## config.mk

```make
export PLATFORM = sky130hd
export DESIGN_NAME = gpio_irq_agg
export DESIGN_NICKNAME = d
export VERILOG_FILES = /design/src/rtl/gpio_agg_pkg.sv /design/src/rtl/gpio_pin_bank.sv /design/src/rtl/gpio_settle_timer.sv /design/src/rtl/gpio_irq_combiner.sv /design/src/rtl/gpio_irq_agg.sv
export SDC_FILE = /design/constraint.sdc
export NUM_CORES = 2
export LEC_CHECK = 0
export CORE_ASPECT_RATIO = 1.1
export CORE_MARGIN = 1.5
export CORE_UTILIZATION = 54
export DETAILED_ROUTE_END_ITERATION = 10
export PLACE_DENSITY_LB_ADDON = 0.15
export SLEW_MARGIN = 10
export SYNTH_ARGS = -nofsm -noshare
export SYNTH_HDL_FRONTEND = slang
export SYNTH_SLANG_ARGS = --single-unit
```

## constraint.sdc

```tcl
create_clock -name clk -period 3.5 [get_ports clk]
set_clock_uncertainty 0.2 [all_clocks]
set_input_delay 0.7 -clock clk [delete_from_list [all_inputs] [get_ports clk]]
set_output_delay 0.7 -clock clk [all_outputs]
set_load 0.02 [all_outputs]
```

## src/rtl/gpio_agg_pkg.sv

```systemverilog
// Package: shared address map, field positions and write-field type for the
// GPIO interrupt status aggregator. Assumes a 9-bit word address space.
package gpio_agg_pkg;
    localparam int ADDR_W = 9;
    localparam int DATA_W = 32;
    localparam int DBC_W  = 4;

    localparam logic [ADDR_W-1:0] ADDR_MASTER = 9'h1FC;
    localparam logic [ADDR_W-1:0] ADDR_STS_LO = 9'h1FD;
    localparam logic [ADDR_W-1:0] ADDR_STS_HI = 9'h1FE;

    // pin register fields
    localparam int PB_EN     = 0;
    localparam int PB_UNMASK = 1;
    localparam int PB_ISTS   = 2;
    localparam int PB_WSTS   = 3;
    localparam int PB_DBC    = 4;
    localparam int PB_DBCUPD = 8;

    // master register fields
    localparam int MB_ARM = 12;
    localparam int MB_EOI = 13;

    typedef struct packed {
        logic             en;
        logic             unmask;
        logic             clr_ists;
        logic             clr_wsts;
        logic             dbc_upd;
        logic [DBC_W-1:0] dbc;
    } pin_wr_t;
endpackage

```

## src/rtl/gpio_pin_bank.sv

```systemverilog
// Module: gpio_pin_bank
// Holds the per-pin enable, unmask, status and debounce state for all pins.
// Assumes event pulses are already qualified upstream; block_i suppresses
// all status capture for the duration of a settle window.
module gpio_pin_bank
    import gpio_agg_pkg::*;
#(
    parameter int NUM_PINS = 184
) (
    input  logic                           clk,
    input  logic                           rst_n,
    input  logic                           wr_sel_i,
    input  logic [ADDR_W-1:0]              wr_idx_i,
    input  pin_wr_t                        wr_i,
    input  logic                           block_i,
    input  logic [NUM_PINS-1:0]            irq_evt_i,
    input  logic [NUM_PINS-1:0]            wake_evt_i,
    output logic [NUM_PINS-1:0]            en_o,
    output logic [NUM_PINS-1:0]            unmask_o,
    output logic [NUM_PINS-1:0]            ists_o,
    output logic [NUM_PINS-1:0]            wsts_o,
    output logic [NUM_PINS-1:0][DBC_W-1:0] dbc_o
);
    for (genvar p = 0; p < NUM_PINS; p++) begin : g_pin
        logic             sel;
        logic             en_q, unm_q, ists_q, wsts_q;
        logic [DBC_W-1:0] dbc_q;
        logic             ists_set, wsts_set, ists_clr, wsts_clr;

        // Decode this pin's write and the status set/clear conditions.
        always_comb begin
            sel      = wr_sel_i && (wr_idx_i == ADDR_W'(p));
            ists_set = irq_evt_i[p] && en_q && !block_i;
            wsts_set = wake_evt_i[p] && !block_i;
            ists_clr = sel && wr_i.clr_ists;
            wsts_clr = sel && wr_i.clr_wsts;
        end

        // Per-pin state registers; a set in the same cycle beats a clear.
        always_ff @(posedge clk) begin
            if (!rst_n) begin
                en_q   <= 1'b0;
                unm_q  <= 1'b0;
                ists_q <= 1'b0;
                wsts_q <= 1'b0;
                dbc_q  <= '0;
            end else begin
                if (sel) begin
                    en_q  <= wr_i.en;
                    unm_q <= wr_i.unmask;
                    if (wr_i.dbc_upd) dbc_q <= wr_i.dbc;
                end
                ists_q <= ists_set | (ists_q & ~ists_clr);
                wsts_q <= wsts_set | (wsts_q & ~wsts_clr);
            end
        end

        assign en_o[p]     = en_q;
        assign unmask_o[p] = unm_q;
        assign ists_o[p]   = ists_q;
        assign wsts_o[p]   = wsts_q;
        assign dbc_o[p]    = dbc_q;

        // nothing is captured while the window blocks status generation
        a_r8_no_irq_capture: assert property (@(posedge clk) disable iff (!rst_n)
            (block_i && !ists_q) |=> !ists_q);
        a_r8_no_wake_capture: assert property (@(posedge clk) disable iff (!rst_n)
            (block_i && !wsts_q) |=> !wsts_q);
    end
endmodule

```

## src/rtl/gpio_settle_timer.sv

```systemverilog
// Module: gpio_settle_timer
// Counts the status-suppression window in reference ticks. Assumes start_i
// is already qualified by the arm bit; a start reloads the count at any time.
module gpio_settle_timer #(
    parameter int LEN_W = 12
) (
    input  logic             clk,
    input  logic             rst_n,
    input  logic             start_i,
    input  logic [LEN_W-1:0] len_i,
    input  logic             tick_i,
    output logic             block_o
);
    logic [LEN_W-1:0] cnt_q;

    // Load on start, otherwise count down once per reference tick.
    always_ff @(posedge clk) begin
        if (!rst_n) begin
            cnt_q <= '0;
        end else if (start_i) begin
            cnt_q <= len_i;
        end else if (tick_i && (cnt_q != '0)) begin
            cnt_q <= cnt_q - LEN_W'(1);
        end
    end

    // Window is active while the count is nonzero.
    assign block_o = (cnt_q != '0);

    // a start always reloads the full length
    a_r9_restart_reload: assert property (@(posedge clk) disable iff (!rst_n)
        start_i |=> (cnt_q == $past(len_i)));
    // an active window shrinks by exactly one per tick
    a_r6_tick_step: assert property (@(posedge clk) disable iff (!rst_n)
        (!start_i && tick_i && block_o) |=> (cnt_q == $past(cnt_q) - LEN_W'(1)));
    // without ticks or starts the window length holds
    a_r6_hold: assert property (@(posedge clk) disable iff (!rst_n)
        (!start_i && !tick_i) |=> $stable(cnt_q));
endmodule

```

## src/rtl/gpio_irq_combiner.sv

```systemverilog
// Module: gpio_irq_combiner
// Reduces per-pin pending bits into group summary bits and drives the shared
// interrupt line with a one-cycle forced drop on end-of-interrupt.
module gpio_irq_combiner #(
    parameter int NUM_PINS = 184,
    parameter int GRP_SIZE = 4
) (
    input  logic                         clk,
    input  logic                         rst_n,
    input  logic [NUM_PINS-1:0]          pending_i,
    input  logic                         eoi_i,
    output logic [NUM_PINS/GRP_SIZE-1:0] summary_o,
    output logic                         irq_o
);
    localparam int NUM_GRP = NUM_PINS / GRP_SIZE;

    logic any_pending;
    logic irq_q;

    for (genvar g = 0; g < NUM_GRP; g++) begin : g_grp
        // One summary bit per group of consecutive pins.
        assign summary_o[g] = |pending_i[g*GRP_SIZE +: GRP_SIZE];
    end

    assign any_pending = |summary_o;

    // Register the line; end-of-interrupt forces one low cycle.
    always_ff @(posedge clk) begin
        if (!rst_n) irq_q <= 1'b0;
        else        irq_q <= eoi_i ? 1'b0 : any_pending;
    end

    assign irq_o = irq_q;

    // the line is low in the cycle after end-of-interrupt
    a_r5_eoi_drop: assert property (@(posedge clk) disable iff (!rst_n)
        eoi_i |=> !irq_o);
    // the line never rises without a summary bit one cycle earlier
    a_r4_line_needs_pending: assert property (@(posedge clk) disable iff (!rst_n)
        irq_o |-> $past(any_pending));
    // pending without an end-of-interrupt raises the line next cycle
    a_r4_line_follows: assert property (@(posedge clk) disable iff (!rst_n)
        (any_pending && !eoi_i) |=> irq_o);
endmodule

```

## src/rtl/gpio_irq_agg.sv

```systemverilog
// Module: gpio_irq_agg (top)
// Register decode and read mux for the GPIO interrupt status aggregator.
// Assumes NUM_PINS is a multiple of GRP_SIZE, at most 64 groups, LEN_W <= 12.
module gpio_irq_agg
    import gpio_agg_pkg::*;
#(
    parameter int NUM_PINS = 184,
    parameter int GRP_SIZE = 4,
    parameter int LEN_W    = 12
) (
    input  logic                clk,
    input  logic                rst_n,
    input  logic                wr_en,
    input  logic [8:0]          wr_addr,
    input  logic [31:0]         wr_data,
    input  logic [8:0]          rd_addr,
    output logic [31:0]         rd_data,
    input  logic                tick_ref,
    input  logic [NUM_PINS-1:0] irq_evt,
    input  logic [NUM_PINS-1:0] wake_evt,
    output logic                irq_out
);
    localparam int NUM_GRP = NUM_PINS / GRP_SIZE;
    localparam int SUM_PAD = 64;

    logic                           pin_hit, mst_hit, eoi, dbc_touch, win_start;
    logic [LEN_W-1:0]               mst_len_q;
    logic                           mst_arm_q;
    logic                           block;
    pin_wr_t                        pin_wr;
    logic [NUM_PINS-1:0]            en_q, unm_q, ists_q, wsts_q, pending;
    logic [NUM_PINS-1:0][DBC_W-1:0] dbc_q;
    logic [NUM_GRP-1:0]             summary;
    logic [SUM_PAD-1:0]             sum_pad;
    logic                           rd_is_pin;

    // Decode writes into pin, master and end-of-interrupt strobes.
    always_comb begin
        pin_hit          = wr_en && (wr_addr < ADDR_W'(NUM_PINS));
        mst_hit          = wr_en && (wr_addr == ADDR_MASTER);
        eoi              = mst_hit && wr_data[MB_EOI];
        dbc_touch        = pin_hit && wr_data[PB_DBCUPD];
        win_start        = dbc_touch && mst_arm_q;
        pin_wr.en        = wr_data[PB_EN];
        pin_wr.unmask    = wr_data[PB_UNMASK];
        pin_wr.clr_ists  = wr_data[PB_ISTS];
        pin_wr.clr_wsts  = wr_data[PB_WSTS];
        pin_wr.dbc_upd   = wr_data[PB_DBCUPD];
        pin_wr.dbc       = wr_data[PB_DBC +: DBC_W];
    end

    // Master register: window length and arm bit.
    always_ff @(posedge clk) begin
        if (!rst_n) begin
            mst_len_q <= '0;
            mst_arm_q <= 1'b0;
        end else if (mst_hit) begin
            mst_len_q <= wr_data[LEN_W-1:0];
            mst_arm_q <= wr_data[MB_ARM];
        end
    end

    gpio_settle_timer #(.LEN_W(LEN_W)) u_timer (
        .clk     (clk),
        .rst_n   (rst_n),
        .start_i (win_start),
        .len_i   (mst_len_q),
        .tick_i  (tick_ref),
        .block_o (block)
    );

    gpio_pin_bank #(.NUM_PINS(NUM_PINS)) u_pins (
        .clk        (clk),
        .rst_n      (rst_n),
        .wr_sel_i   (pin_hit),
        .wr_idx_i   (wr_addr),
        .wr_i       (pin_wr),
        .block_i    (block),
        .irq_evt_i  (irq_evt),
        .wake_evt_i (wake_evt),
        .en_o       (en_q),
        .unmask_o   (unm_q),
        .ists_o     (ists_q),
        .wsts_o     (wsts_q),
        .dbc_o      (dbc_q)
    );

    // A pin is pending when any status is held and it is unmasked.
    assign pending = (ists_q | wsts_q) & unm_q;

    gpio_irq_combiner #(.NUM_PINS(NUM_PINS), .GRP_SIZE(GRP_SIZE)) u_comb (
        .clk       (clk),
        .rst_n     (rst_n),
        .pending_i (pending),
        .eoi_i     (eoi),
        .summary_o (summary),
        .irq_o     (irq_out)
    );

    assign sum_pad   = SUM_PAD'(summary);
    assign rd_is_pin = (rd_addr < ADDR_W'(NUM_PINS));

    // Combinational read mux; enable reads 0 while the window is active.
    always_comb begin
        rd_data = '0;
        if (rd_is_pin) begin
            rd_data[PB_EN]            = en_q[rd_addr] && !block;
            rd_data[PB_UNMASK]        = unm_q[rd_addr];
            rd_data[PB_ISTS]          = ists_q[rd_addr];
            rd_data[PB_WSTS]          = wsts_q[rd_addr];
            rd_data[PB_DBC +: DBC_W]  = dbc_q[rd_addr];
        end else begin
            case (rd_addr)
                ADDR_MASTER: begin
                    rd_data[LEN_W-1:0] = mst_len_q;
                    rd_data[MB_ARM]    = mst_arm_q;
                end
                ADDR_STS_LO: rd_data = sum_pad[31:0];
                ADDR_STS_HI: rd_data = sum_pad[63:32];
                default:     rd_data = '0;
            endcase
        end
    end

    // enable never reads 1 during a window
    a_r7_enable_hidden: assert property (@(posedge clk) disable iff (!rst_n)
        (rd_is_pin && block) |-> !rd_data[PB_EN]);
    // a disarmed, idle timer cannot open a window
    a_r6_no_window_unarmed: assert property (@(posedge clk) disable iff (!rst_n)
        (!mst_arm_q && !block) |=> !block);
    // unused upper summary bits read 0
    a_r3_hi_upper_zero: assert property (@(posedge clk) disable iff (!rst_n)
        (rd_addr == ADDR_STS_HI) |-> (rd_data[31:NUM_GRP-32] == '0));
    // end-of-interrupt bit never reads back
    a_r5_eoi_reads_zero: assert property (@(posedge clk) disable iff (!rst_n)
        (rd_addr == ADDR_MASTER) |-> !rd_data[MB_EOI]);
endmodule

```

==> metrics.yaml <==
cts.clk_slew.worst_paths_ns: 0.07
post-route-period-util_pct: 125.5
reg2reg_depth: 7
critPathArrivalTime_ns: 3.49
numCtsBuffers: 159
synth.distinct_cells: 68
cap_violations: 0
power_frac_seq_pct: 42.8
dr.first_iter.drc_count: 9643
netlist_area_mm2: 0.07316
fin_ws_ns: -0.8917
wl_per_cell_um: 28.51
synthMuxAreaShare_pct: 18.64
htree_num_levels: 4
crit_required_ns: 2.60
synth_nets: 8229
worst-path-max-fanout: 8
synthTopCellsByArea: "dfxtp_1 41%, mux4_2 12%, a21boi_0 7.3%"
insertion_delay_ns: 0.82
start_util_pct: 54.42
coreArea_mm2: 0.1344
hold_buffers: 0
slew_headroom_pct: 31.50
layout_common_cells: "1494 x dfxtp_1, 1350 x nand2_1, 787 x nor2b_1, 774 x buf_4, 711 x a21boi_0"
synth-async-reset-ratio_pct: 0
die_h_um: 389.0
hpwlAfterDp_um: 218300
area_delta_synth_final_pct: 27.43
antenna_found_initial: 18
first_pass_iters: 9
overflow: 0
leakagePower_nw: 33.81
power.density_mw_per_mm2: 479.4
intPower_mw: 31.78
pin_count: 455
final_nets: 9137
power_switching_mw: 12.92
synth_seq_cells: 1498
clockBufferDepth: 3
dp.cells: 10260
sw_frac_of_total_pct: 28.90
status: "complete, but fails checks"
synth-xor-area-share_pct: 0.1317
yosys.area.top_type: "dfxtp_1"
fmax_mhz: 227.7
synthSimpleGateAreaFrac_pct: 19.29
hold_slack_ns: 0.03477
fill_cells: 10280
grt_pass1_wl_um: 442000
grt_usage_pct: 42.96
wl_um: 303000
routed-via-count: 68870
synth_top_family_by_area: "simple AND/OR/NAND/NOR gates"
synth-edff-count: 0
layout-drive-gt1-share_pct: 21.16
design_area_mm2: 0.09322
die_area_mm2: 0.1377
worst_pin_slew_ns: 1.024
via_per_inst: 6.480
synth_top_flop_cell: "dfxtp_1"
reg2reg_slack_ns: 0.27
synthAdderAreaFrac_pct: 0.03421
synth_seq_area_share_pct: 40.99
cts-root-buf: "clkbuf_16"
first_global_vias: 65820
end_kind: "output pin"
worstReg2RegStart: "u_pins.g_pin[120].wsts_q"
fin_cells: 10630
period_minus_slack_ns: 4.392
r2r_end: "u_comb.irq_o"
worstSetupStartpoint: "rd_addr[0]"
cp-endpoint: "rd_data[7]"
p_comb_share_pct: 18.6
synth_compound_area_share_pct: 16.92
clockPowerShare_pct: 38.5
die_w_um: 353.9
final-hold-violation-count: 0
finalMaxSlewViolations: 0
yosys_warnings: 0
post-route-drc-count: 2
final_common_cell: "dfxtp_1"
hold_class: "input port to register"
startpoint_type: "input port"
rows: 141
violations: "design-rule violations, negative setup slack"
io_buffers: 436
syn_inst: 7805
synth_top_area_share_pct: 40.99
clock-sinks: 1498
cts_tree: "yes"
setup_tns_ns: -8.254
grt_max_degree: 168
ir_drop_uv: 572.7
syn_area_per_cell_um2: 9.373
critPathKind: "input port to output pin"
ant_nets: 0
placed_cell_area_mm2: 0.08601
rsz0062_at_grt: "yes"
gp_congestion: 1.023
place_ws_ns: -1.285
setup_violations: 26
==> critical path, stage by stage <==
cell and delay [ns]:
buf_16 0.15, buf_16 0.17, buf_12 0.13, buf_12 0.12
mux4_2 0.50, and3_4 0.20, a311oi_2 0.19, o21ai_1 0.11
buf_4 0.15, or3_4 0.39, a311o_2 0.47, buf_6 0.17
==> cell type report <==
| type | count | area [µm²] | share of cell area [%] |
|---|---|---|---|
| timing repair buffer | 1437 | 14540 | 15.59 |
| multi-input combinational | 5607 | 41190 | 44.18 |
| sequential | 1498 | 29990 | 32.17 |
| inverter | 10 | 47.55 | 0.05100 |
| clock buffer | 241 | 4786 | 5.134 |
| antenna | 7 | 17.52 | 0.01879 |
| clock inverter | 41 | 421.7 | 0.4523 |
| tap | 1787 | 2236 | 2.398 |
==> per-stage QoR <==
step / utilization, % / power [mW]
finish: 69.35 / 44.70
global route: 69.33 / 45.93
CTS: 69.17 / 44.44
detailed placement: 63.98 / 27.30
global placement: 63.98 / 27.16
floorplan: - / 23.62
==> how the worst min path moves through the flow <==
stage / from / endpoint / slack [ns] / cells past startpoint
2_1_floorplan: u_pins.g_pin[72].dbc_q[3] / u_pins.g_pin[72].dbc_q[3] / 0.24 / 2
3_3_place_gp: u_pins.g_pin[99].dbc_q[1] / u_pins.g_pin[99].dbc_q[1] / 0.25 / 2
3_5_place_dp: u_pins.g_pin[113].dbc_q[2] / u_pins.g_pin[113].dbc_q[2] / 0.26 / 2
4_1_cts: wr_data[4] / u_pins.g_pin[84].dbc_q[0] / 0.004 / 3
5_1_grt: wr_data[4] / u_pins.g_pin[86].dbc_q[0] / 0.03 / 3
6_report: wr_data[4] / u_pins.g_pin[86].dbc_q[0] / 0.03 / 3
==> kinds of logic (layout without fill, tap and decap cells) <==
group,after synthesis,count (layout)
compound gates,1793,1793
xor+xnor,11,11
fa+ha+maj,2,2
buf+inv,700,1729
flops,1498,1498
mux,864,864
other cells,0,7
simple gates,2937,2937
==> state kept, by name, indices dropped and copies added, names as in the netlist <==
register / cells
u_pins.g_pin.dbc_q: 736
mst_len_q: 12
u_pins.g_pin.ists_q: 184
u_pins.g_pin.unm_q: 184
mst_arm_q: 1
u_pins.g_pin.en_q: 184
u_pins.g_pin.wsts_q: 184
u_comb.irq_o: 1
u_timer.cnt_q: 12
==> power groups by stage <==
stage | logic (mW) | clock network, mW | registers (mW)
4_1_cts | 8.15 | 17.2 | 19.1
3_3_place_gp | 7.74 | 0 | 19.4
5_1_grt | 8.78 | 18.0 | 19.2
2_1_floorplan | 4.64 | 0 | 19.0
6_report | 8.33 | 17.2 | 19.1
3_5_place_dp | 7.88 | 0 | 19.4
==> per-layer routing <==
| layer | part of all wire, % | GRT usage (%) |
|---|---|---|
| met1 | 38 | 56.82 |
| met2 | 43 | 63.48 |
| met3 | 12 | 10.56 |
| met4 | 7.1 | 25.93 |
| met5 | 0.020 | 0 |
==> cells in the mapped netlist (55+ instances only) <==
| master | number |
|---|---|
| a21boi_0 | 711 |
| a22oi_1 | 228 |
| a32oi_1 | 191 |
| buf_2 | 55 |
| clkbuf_1 | 551 |
| dfxtp_1 | 1498 |
| mux2i_1 | 461 |
| mux4_2 | 393 |
| nand2_1 | 1354 |
| nand3_1 | 423 |
| nor2_1 | 196 |
| nor2b_1 | 792 |
| o21ai_0 | 511 |
==> repair_timing <==
item                                   in CTS  in global routing
buffers inserted                           67                 13
resized for setup                         328                 68
cloned                                     10                  1
endpoints found under the hold margin       0                  0
setup endpoints to repair                  32                 31
pin swaps                                  34                 24
(Power assumes the default switching activity.)
